**config.mk**
```make
export PLATFORM = sky130hd
export DESIGN_NAME = xmem_async_seq
export DESIGN_NICKNAME = d
export VERILOG_FILES = /design/src/rtl/xmem_pkg.sv /design/src/rtl/xmem_cfg_sel.sv /design/src/rtl/xmem_phase_fsm.sv /design/src/rtl/xmem_pin_drv.sv /design/src/rtl/xmem_async_seq.sv
export SDC_FILE = /design/constraint.sdc
export NUM_CORES = 1
export LEC_CHECK = 0
export BUFFER_PORTS_ARGS = -buffer_cell sky130_fd_sc_hd__buf_2
export CAP_MARGIN = 30
export CORE_ASPECT_RATIO = 0.75
export CORE_MARGIN = 1.5
export CORE_UTILIZATION = 47
export DETAILED_ROUTE_END_ITERATION = 6
export GPL_ROUTABILITY_DRIVEN = 0
export PLACE_DENSITY = 0.8
export SKIP_CTS_REPAIR_TIMING = 1
export SYNTH_ARGS = -nofsm -noshare
export SYNTH_HDL_FRONTEND = slang
export SYNTH_SLANG_ARGS = --single-unit
```
**constraint.sdc**
```tcl
create_clock -name clk -period 3.7 [get_ports clk]
set_input_delay 0.555 -clock clk [delete_from_list [all_inputs] [get_ports clk]]
set_output_delay 0.555 -clock clk [all_outputs]
set_load 0.05 [all_outputs]
```
**src/rtl/xmem_pkg.sv**
```systemverilog
package xmem_pkg;

    // width of every phase counter and timing field
    localparam int CNT_W = 4;

    typedef enum logic [2:0] {
        PH_IDLE = 3'd0,
        PH_LEAD = 3'd1,
        PH_ASET = 3'd2,
        PH_AHLD = 3'd3,
        PH_DSET = 3'd4,
        PH_DHLD = 3'd5,
        PH_TURN = 3'd6
    } phase_e;

    // one timing table; the first member occupies the most significant bits
    typedef struct packed {
        logic [CNT_W-1:0] turn;
        logic [CNT_W-1:0] dhold;
        logic [CNT_W-1:0] dsetup;
        logic [CNT_W-1:0] ahold;
        logic [CNT_W-1:0] asetup;
    } tim_t;

    localparam int TIM_W = $bits(tim_t);

    // everything needed to time a single access
    typedef struct packed {
        tim_t             tim;
        logic [CNT_W-1:0] lead;
        logic             mux;
        logic             wait_en;
        logic             wait_hi;
    } acc_cfg_t;

endpackage

```
**src/rtl/xmem_cfg_sel.sv**
```systemverilog
module xmem_cfg_sel
    import xmem_pkg::*;
#(
    parameter int NB = 4
) (
    input  logic [NB*TIM_W-1:0]  rd_tim_i,
    input  logic [NB*TIM_W-1:0]  wr_tim_i,
    input  logic [NB*CNT_W-1:0]  lead_i,
    input  logic [NB-1:0]        mux_i,
    input  logic [NB-1:0]        wait_en_i,
    input  logic [NB-1:0]        wait_hi_i,
    input  logic [$clog2(NB)-1:0] bank_i,
    input  logic                 write_i,
    output acc_cfg_t             sel_o
);

    tim_t             rd_a   [NB];
    tim_t             wr_a   [NB];
    logic [CNT_W-1:0] lead_a [NB];

    for (genvar b = 0; b < NB; b++) begin : g_bank
        assign rd_a[b]   = rd_tim_i[b*TIM_W +: TIM_W];
        assign wr_a[b]   = wr_tim_i[b*TIM_W +: TIM_W];
        assign lead_a[b] = lead_i[b*CNT_W +: CNT_W];
    end

    always_comb begin
        sel_o.tim     = write_i ? wr_a[bank_i] : rd_a[bank_i];
        sel_o.lead    = lead_a[bank_i];
        sel_o.mux     = mux_i[bank_i];
        sel_o.wait_en = wait_en_i[bank_i];
        sel_o.wait_hi = wait_hi_i[bank_i];
    end

endmodule

```
**src/rtl/xmem_phase_fsm.sv**
```systemverilog
module xmem_phase_fsm
    import xmem_pkg::*;
#(
    parameter int NB = 4,
    parameter int AW = 20,
    parameter int DW = 16,
    parameter int BW = 2
) (
    input  logic                  clk,
    input  logic                  rst_n,
    input  logic                  req_valid_i,
    input  logic                  req_write_i,
    input  logic [$clog2(NB)-1:0] req_bank_i,
    input  logic [AW-1:0]         req_addr_i,
    input  logic [DW-1:0]         req_wdata_i,
    input  logic [BW-1:0]         req_be_i,
    input  acc_cfg_t              cfg_i,
    input  logic                  wait_i,
    input  logic [DW-1:0]         dq_i,
    output logic                  req_ready_o,
    output phase_e                phase_o,
    output logic                  write_o,
    output logic [$clog2(NB)-1:0] bank_o,
    output logic [AW-1:0]         addr_o,
    output logic [DW-1:0]         wdata_o,
    output logic [BW-1:0]         be_o,
    output logic                  mux_o,
    output logic                  done_o,
    output logic [DW-1:0]         rdata_o
);

    localparam int BKW = $clog2(NB);

    typedef struct packed {
        phase_e           phase;
        logic [CNT_W-1:0] cnt;
        logic             write;
        logic [BKW-1:0]   bank;
        logic [AW-1:0]    addr;
        logic [DW-1:0]    wdata;
        logic [BW-1:0]    be;
        acc_cfg_t         cfg;
        logic             done;
        logic [DW-1:0]    rdata;
    } st_t;

    st_t s_d, s_q;

    // phase that follows p; a zero length skips a phase (data setup never skipped)
    function automatic phase_e after_ph(input phase_e p, input acc_cfg_t c);
        logic   use_ah;
        phase_e n;
        use_ah = c.mux && (c.tim.ahold != '0);
        case (p)
            PH_IDLE: begin
                if (c.lead != '0)            n = PH_LEAD;
                else if (c.tim.asetup != '0) n = PH_ASET;
                else if (use_ah)             n = PH_AHLD;
                else                         n = PH_DSET;
            end
            PH_LEAD: begin
                if (c.tim.asetup != '0) n = PH_ASET;
                else if (use_ah)        n = PH_AHLD;
                else                    n = PH_DSET;
            end
            PH_ASET: n = use_ah ? PH_AHLD : PH_DSET;
            PH_AHLD: n = PH_DSET;
            PH_DSET: begin
                if (c.tim.dhold != '0)     n = PH_DHLD;
                else if (c.tim.turn != '0) n = PH_TURN;
                else                       n = PH_IDLE;
            end
            PH_DHLD: n = (c.tim.turn != '0) ? PH_TURN : PH_IDLE;
            default: n = PH_IDLE;
        endcase
        return n;
    endfunction

    // counter load value: phase length minus one
    function automatic logic [CNT_W-1:0] len_m1(input phase_e p, input acc_cfg_t c);
        logic [CNT_W-1:0] l;
        case (p)
            PH_LEAD: l = c.lead - 1'b1;
            PH_ASET: l = c.tim.asetup - 1'b1;
            PH_AHLD: l = c.tim.ahold - 1'b1;
            PH_DSET: l = (c.tim.dsetup == '0) ? '0 : c.tim.dsetup - 1'b1;
            PH_DHLD: l = c.tim.dhold - 1'b1;
            PH_TURN: l = c.tim.turn - 1'b1;
            default: l = '0;
        endcase
        return l;
    endfunction

    logic     idle;
    logic     wait_act;
    logic     adv;
    phase_e   nxt;
    acc_cfg_t cfg_use;

    assign idle     = (s_q.phase == PH_IDLE);
    assign wait_act = s_q.cfg.wait_en && (wait_i == s_q.cfg.wait_hi);
    assign cfg_use  = idle ? cfg_i : s_q.cfg;

    always_comb begin
        s_d      = s_q;
        s_d.done = 1'b0;
        adv      = 1'b0;
        nxt      = s_q.phase;
        case (s_q.phase)
            PH_IDLE: begin
                if (req_valid_i) begin
                    s_d.write = req_write_i;
                    s_d.bank  = req_bank_i;
                    s_d.addr  = req_addr_i;
                    s_d.wdata = req_wdata_i;
                    s_d.be    = req_be_i;
                    s_d.cfg   = cfg_i;
                    adv       = 1'b1;
                end
            end
            PH_DSET: begin
                if (!wait_act) begin
                    if (s_q.cnt == '0) begin
                        adv = 1'b1;
                        if (!s_q.write) s_d.rdata = dq_i;
                    end else begin
                        s_d.cnt = s_q.cnt - 1'b1;
                    end
                end
            end
            default: begin
                if (s_q.cnt == '0) adv = 1'b1;
                else               s_d.cnt = s_q.cnt - 1'b1;
            end
        endcase
        if (adv) begin
            nxt       = after_ph(s_q.phase, cfg_use);
            s_d.phase = nxt;
            s_d.cnt   = len_m1(nxt, cfg_use);
            if ((s_q.phase == PH_DSET || s_q.phase == PH_DHLD) &&
                (nxt == PH_TURN || nxt == PH_IDLE))
                s_d.done = 1'b1;
        end
    end

    always_ff @(posedge clk) begin
        if (!rst_n) s_q <= '0;
        else        s_q <= s_d;
    end

    assign req_ready_o = idle;
    assign phase_o     = s_q.phase;
    assign write_o     = s_q.write;
    assign bank_o      = s_q.bank;
    assign addr_o      = s_q.addr;
    assign wdata_o     = s_q.wdata;
    assign be_o        = s_q.be;
    assign mux_o       = s_q.cfg.mux;
    assign done_o      = s_q.done;
    assign rdata_o     = s_q.rdata;

    // done lasts one cycle
    a_r3_done_single: assert property (@(posedge clk) disable iff (!rst_n)
        done_o |=> !done_o);

    // an accepted request makes the block busy
    a_r2_busy_after_accept: assert property (@(posedge clk) disable iff (!rst_n)
        (req_ready_o && req_valid_i) |=> !req_ready_o);

    // an active wait level freezes data setup
    a_r10_hold_on_wait: assert property (@(posedge clk) disable iff (!rst_n)
        (s_q.phase == PH_DSET && wait_act) |=> (s_q.phase == PH_DSET && $stable(s_q.cnt)));

    // a nonzero turnaround keeps ready low in the done cycle
    a_r9_gap_after_done: assert property (@(posedge clk) disable iff (!rst_n)
        (done_o && s_q.cfg.tim.turn != '0) |-> !req_ready_o);

endmodule

```
**src/rtl/xmem_pin_drv.sv**
```systemverilog
module xmem_pin_drv
    import xmem_pkg::*;
#(
    parameter int NB = 4,
    parameter int AW = 20,
    parameter int DW = 16,
    parameter int BW = 2
) (
    input  phase_e                phase_i,
    input  logic                  write_i,
    input  logic [$clog2(NB)-1:0] bank_i,
    input  logic [AW-1:0]         addr_i,
    input  logic [DW-1:0]         wdata_i,
    input  logic [BW-1:0]         be_i,
    input  logic                  mux_i,
    output logic [NB-1:0]         ce_n_o,
    output logic                  oe_n_o,
    output logic                  we_n_o,
    output logic                  adv_n_o,
    output logic [BW-1:0]         be_n_o,
    output logic [AW-1:0]         addr_o,
    output logic [DW-1:0]         dq_o,
    output logic                  dq_oe_o
);

    logic in_addr;
    logic in_data;
    logic cs_on;

    assign in_addr = (phase_i == PH_ASET) || (phase_i == PH_AHLD);
    assign in_data = (phase_i == PH_DSET) || (phase_i == PH_DHLD);
    assign cs_on   = in_addr || in_data;

    always_comb begin
        ce_n_o = '1;
        if (cs_on) ce_n_o[bank_i] = 1'b0;
    end

    assign be_n_o  = (cs_on || phase_i == PH_LEAD) ? ~be_i : '1;
    assign adv_n_o = (phase_i != PH_ASET);
    assign oe_n_o  = !((phase_i == PH_DSET) && !write_i);
    assign we_n_o  = !((phase_i == PH_DSET) && write_i);
    assign addr_o  = addr_i;
    assign dq_o    = in_addr ? addr_i[DW-1:0] : wdata_i;
    assign dq_oe_o = (mux_i && in_addr) || (write_i && in_data);

endmodule

```
**src/rtl/xmem_async_seq.sv**
```systemverilog
module xmem_async_seq
    import xmem_pkg::*;
#(
    parameter int NB = 4,
    parameter int AW = 20,
    parameter int DW = 16,
    parameter int BW = DW / 8
) (
    input  logic                  clk,
    input  logic                  rst_n,
    input  logic                  req_valid,
    output logic                  req_ready,
    input  logic                  req_write,
    input  logic [$clog2(NB)-1:0] req_bank,
    input  logic [AW-1:0]         req_addr,
    input  logic [DW-1:0]         req_wdata,
    input  logic [BW-1:0]         req_be,
    output logic                  rsp_done,
    output logic [DW-1:0]         rsp_rdata,
    input  logic [NB*20-1:0]      cfg_rd_tim,
    input  logic [NB*20-1:0]      cfg_wr_tim,
    input  logic [NB*4-1:0]       cfg_lead,
    input  logic [NB-1:0]         cfg_mux,
    input  logic [NB-1:0]         cfg_wait_en,
    input  logic [NB-1:0]         cfg_wait_hi,
    output logic [NB-1:0]         mem_ce_n,
    output logic                  mem_oe_n,
    output logic                  mem_we_n,
    output logic                  mem_adv_n,
    output logic [BW-1:0]         mem_be_n,
    output logic [AW-1:0]         mem_addr,
    output logic [DW-1:0]         mem_dq_o,
    output logic                  mem_dq_oe,
    input  logic [DW-1:0]         mem_dq_i,
    input  logic                  mem_wait
);

    localparam int BKW = $clog2(NB);

    acc_cfg_t       sel_cfg;
    phase_e         phase;
    logic           a_write;
    logic [BKW-1:0] a_bank;
    logic [AW-1:0]  a_addr;
    logic [DW-1:0]  a_wdata;
    logic [BW-1:0]  a_be;
    logic           a_mux;

    xmem_cfg_sel #(.NB(NB)) u_sel (
        .rd_tim_i  (cfg_rd_tim),
        .wr_tim_i  (cfg_wr_tim),
        .lead_i    (cfg_lead),
        .mux_i     (cfg_mux),
        .wait_en_i (cfg_wait_en),
        .wait_hi_i (cfg_wait_hi),
        .bank_i    (req_bank),
        .write_i   (req_write),
        .sel_o     (sel_cfg)
    );

    xmem_phase_fsm #(.NB(NB), .AW(AW), .DW(DW), .BW(BW)) u_fsm (
        .clk         (clk),
        .rst_n       (rst_n),
        .req_valid_i (req_valid),
        .req_write_i (req_write),
        .req_bank_i  (req_bank),
        .req_addr_i  (req_addr),
        .req_wdata_i (req_wdata),
        .req_be_i    (req_be),
        .cfg_i       (sel_cfg),
        .wait_i      (mem_wait),
        .dq_i        (mem_dq_i),
        .req_ready_o (req_ready),
        .phase_o     (phase),
        .write_o     (a_write),
        .bank_o      (a_bank),
        .addr_o      (a_addr),
        .wdata_o     (a_wdata),
        .be_o        (a_be),
        .mux_o       (a_mux),
        .done_o      (rsp_done),
        .rdata_o     (rsp_rdata)
    );

    xmem_pin_drv #(.NB(NB), .AW(AW), .DW(DW), .BW(BW)) u_pins (
        .phase_i (phase),
        .write_i (a_write),
        .bank_i  (a_bank),
        .addr_i  (a_addr),
        .wdata_i (a_wdata),
        .be_i    (a_be),
        .mux_i   (a_mux),
        .ce_n_o  (mem_ce_n),
        .oe_n_o  (mem_oe_n),
        .we_n_o  (mem_we_n),
        .adv_n_o (mem_adv_n),
        .be_n_o  (mem_be_n),
        .addr_o  (mem_addr),
        .dq_o    (mem_dq_o),
        .dq_oe_o (mem_dq_oe)
    );

    // never more than one chip select low
    a_r2_one_cs: assert property (@(posedge clk) disable iff (!rst_n)
        $onehot0(~mem_ce_n));

    // read and write strobes never overlap
    a_r5_no_rw_overlap: assert property (@(posedge clk) disable iff (!rst_n)
        !(!mem_oe_n && !mem_we_n));

    // the bus is released while the device drives it
    a_r9_read_no_drive: assert property (@(posedge clk) disable iff (!rst_n)
        !mem_oe_n |-> !mem_dq_oe);

    // idle and ready means no chip select
    a_r1_idle_quiet: assert property (@(posedge clk) disable iff (!rst_n)
        req_ready |-> (mem_ce_n == '1));

endmodule

```
==> impl_results.md <==
- Status: finished, final reports clean
- Final Max Slew Viols: 0
- Fraction of layout cells with a size suffix above 1: 0.410
- Seq cells post-synth: 92
- Crit path DAT: 3.75 ns
- Commonest cells after routing, fill and taps aside: buf_2 (311), nand2_1 (145), dfxtp_1 (92), mux2i_1 (67), a21boi_0 (54)
- Via density: 5.49
- Non-Filler Instances: 1204
- Iter 0 DRT Violations: roughly 450
- Clock Sinks: 92
- Vias in the first global route: ~6100
- ANT cells: 0
- Reg clk slew, reported paths: about 0.07 ns
- Final setup TNS: 0 ns
- Synthesized area per cell: 8.55 sq um
- Post-Syn Instances: 758
- CP Launch Type: input port
- Minimum hold slack: 0.453 ns
- Placed inst area: 0.00804 sq mm
- CTS max path bufs: 2
- CP peak stage delay: 0.40 ns
- Final number of setup-violating endpoints: 0
- Max-slew headroom: 0.425
- Pleak: 0.00389 uW
- First-pass GRT wire length: 31500 um
- Synth Flop Type: dfxtp_1
- Netlist Area Pre-Place: 0.00648 sq mm
- Worst-path fanout max: 23
- Hold Path Class: in -> reg
- Port buffer count: 312
- Critical Path RT: approximately 4 ns
- Area Overhead vs Synth: 29.1%
- GRT Residual Overflow: 0
- Clock Skew: just under 0.009 ns
- RSZ-0062 raised after global routing: no
- CTS root buf: clkbuf_16
- Fin crit period: about 3.5 ns
- Placed Cells: 1188
- Worst vdd ir: 0.431 mV
- Die W: 139 um
- Largest net degree at the start of global routing: 64
- # rows: 36
- DRT Pass-1 Iters: 5
- Final Hold Viols: 0
- Distinct cells, synth: 65
- Post-route cell area: 0.00837 sq mm
- Tot Pwr: 6130 uW
- Crit. End Element: flip-flop
- Core area: around 0.013 sq mm
- Crit path max-delay family: compound AO/OA/AOI/OAI gates
- Sequential share of the synthesized area: 0.284
- Synth Warn #: 0
- Syn Nets: 1013
- DRT antenna net count: 0
- Slew @ Worst Pin: 0.863 ns
- Asr flop ratio synth: 0
- Routed vias: 6610
- Post-synth EDFFs: 0
- Skew-Pair Late Insertion Delay: 0.34 ns
- H-tree level count: 3
- Critical path class: in -> reg
- Wire per inst: 16.8 um
- Tcrit/Tclk final: 0.942
- Total global-route track usage: 0.270
- Worst path buffer plus inverter count: 2
- Final Routed Wirelength: 20200 um
- DRC Markers: 0
- I/O Pins: 313
- NumNets Final: 1283
- Most common cell after layout, fill and taps aside: buf_2
- PD cells: 733 mW/mm^2
- Crit-path cells: buf_6, buf_4, mux2i_1, a22o_1, o31a_1, nand4_1, a211oi_4, nor3_1, o2bb2ai_1, a221oi_1, ha_1, nor2_1, o31ai_1, o21ai_1
- Total CTS buffers: 9
- Slowest CP cell: mux2i_1
- Die area: 0.0145 sq mm
- Die Height: 105 um
- Max-cap viol count: 0
- Starting Density: 0.490
- Fmax: 287 MHz
- CTS tree: yes
- Antenna violations before repair: 1
- DP HPWL: approximately 16000 um
[synth_stat cells, drive strengths merged (7+ instances only)]
cell type	instances	area [sq um]
a21boi	54	405
a21oi	14	70.1
a22o	11	96.3
a22oi	16	120
a31oi	7	43.8
and2	16	103
buf	54	400
clkbuf	37	140
dfxtp	92	1840
mux2	37	420
mux2i	67	671
mux4	15	338
nand2	146	548
nand3	16	80.1
nor2	25	93.8
nor2b	25	156
nor3	17	90.1
o21a	10	75.1
o21ai	8	40.0
o22ai	10	62.6
o31a	13	114
[cell families after synthesis]
group / synth area share
AOI/OAI and AO/OA: 0.206
xor gates and xnor gates: 0.00405
adders and majority gates: 0.0116
buffers and inverters: 0.0868
DFF: 0.284
muxes: 0.220
and+or+nand+nor: 0.188
[per-layer routing]
metal	share of wire	global-route usage	vias up	wire, um
li1	-	-	3226	-
met1	0.44	0.375	3047	9000
met2	0.45	0.415	313	9060
met3	0.092	0.0747	22	1870
met4	0.014	0.0640	2	289
met5	0.00064	0	-	13
[where the power goes]
part,switching (uW),total (uW),internal (uW)
clock,424,967,543
combinational,2380,3820,1440
sequential,132,1350,1220
[stage by stage]
stage | utilization | setup WS [ns]
floorplan | - | 0.460
global placement | 0.606 | -0.143
detailed placement | 0.607 | -0.120
CTS | 0.631 | 0.223
global route | 0.632 | 0.0342
finish | 0.632 | 0.214
[path summary, 6_finish.rpt]
| kind | startpoint | to | slack, ns | cells past startpoint |
|---|---|---|---|---|
| setup / recovery | req_bank[0] | u_fsm.s_q[86]$_SDFFE_PN0P_ | 0.21 | 14 |
| hold / removal | req_addr[10] | u_fsm.addr_o[10]$_SDFFE_PN0P_ | 0.45 | 3 |
| setup reg to reg | u_fsm.phase_o[0]$_SDFFE_PN0N_ | u_fsm.s_q[86]$_SDFFE_PN0P_ | 0.28 | 13 |
| hold reg to reg | u_fsm.addr_o[16]$_SDFFE_PN0P_ | u_fsm.addr_o[16]$_SDFFE_PN0P_ | 0.46 | 2 |
[cell type report]
| cell class | instances | area (sq um) |
|---|---|---|
| Clock inverter | 7 | 93.8 |
| Multi-Input combinational cell | 569 | 4090 |
| Tap cell | 171 | 214 |
| Sequential cell | 92 | 1840 |
| Fill cell | 1141 | 4870 |
| Clock buffer | 9 | 225 |
| Inverter | 6 | 22.5 |
| Timing Repair Buffer | 350 | 1880 |
[worst min-delay path, cell delays in order]
cell	delay, ns
buf_2	0.09
nand2_1	0.04
a21boi_0	0.06
[registers in the layout (all words and copies together) (netlist names)]
signal and flops:
u_fsm.addr_o 20, u_fsm.bank_o 2, u_fsm.be_o 2, u_fsm.done_o 1, u_fsm.mux_o 1, u_fsm.phase_o 3
u_fsm.rdata_o 16, u_fsm.s_q 30, u_fsm.wdata_o 16, u_fsm.write_o 1
(Power assumes the default switching activity.)
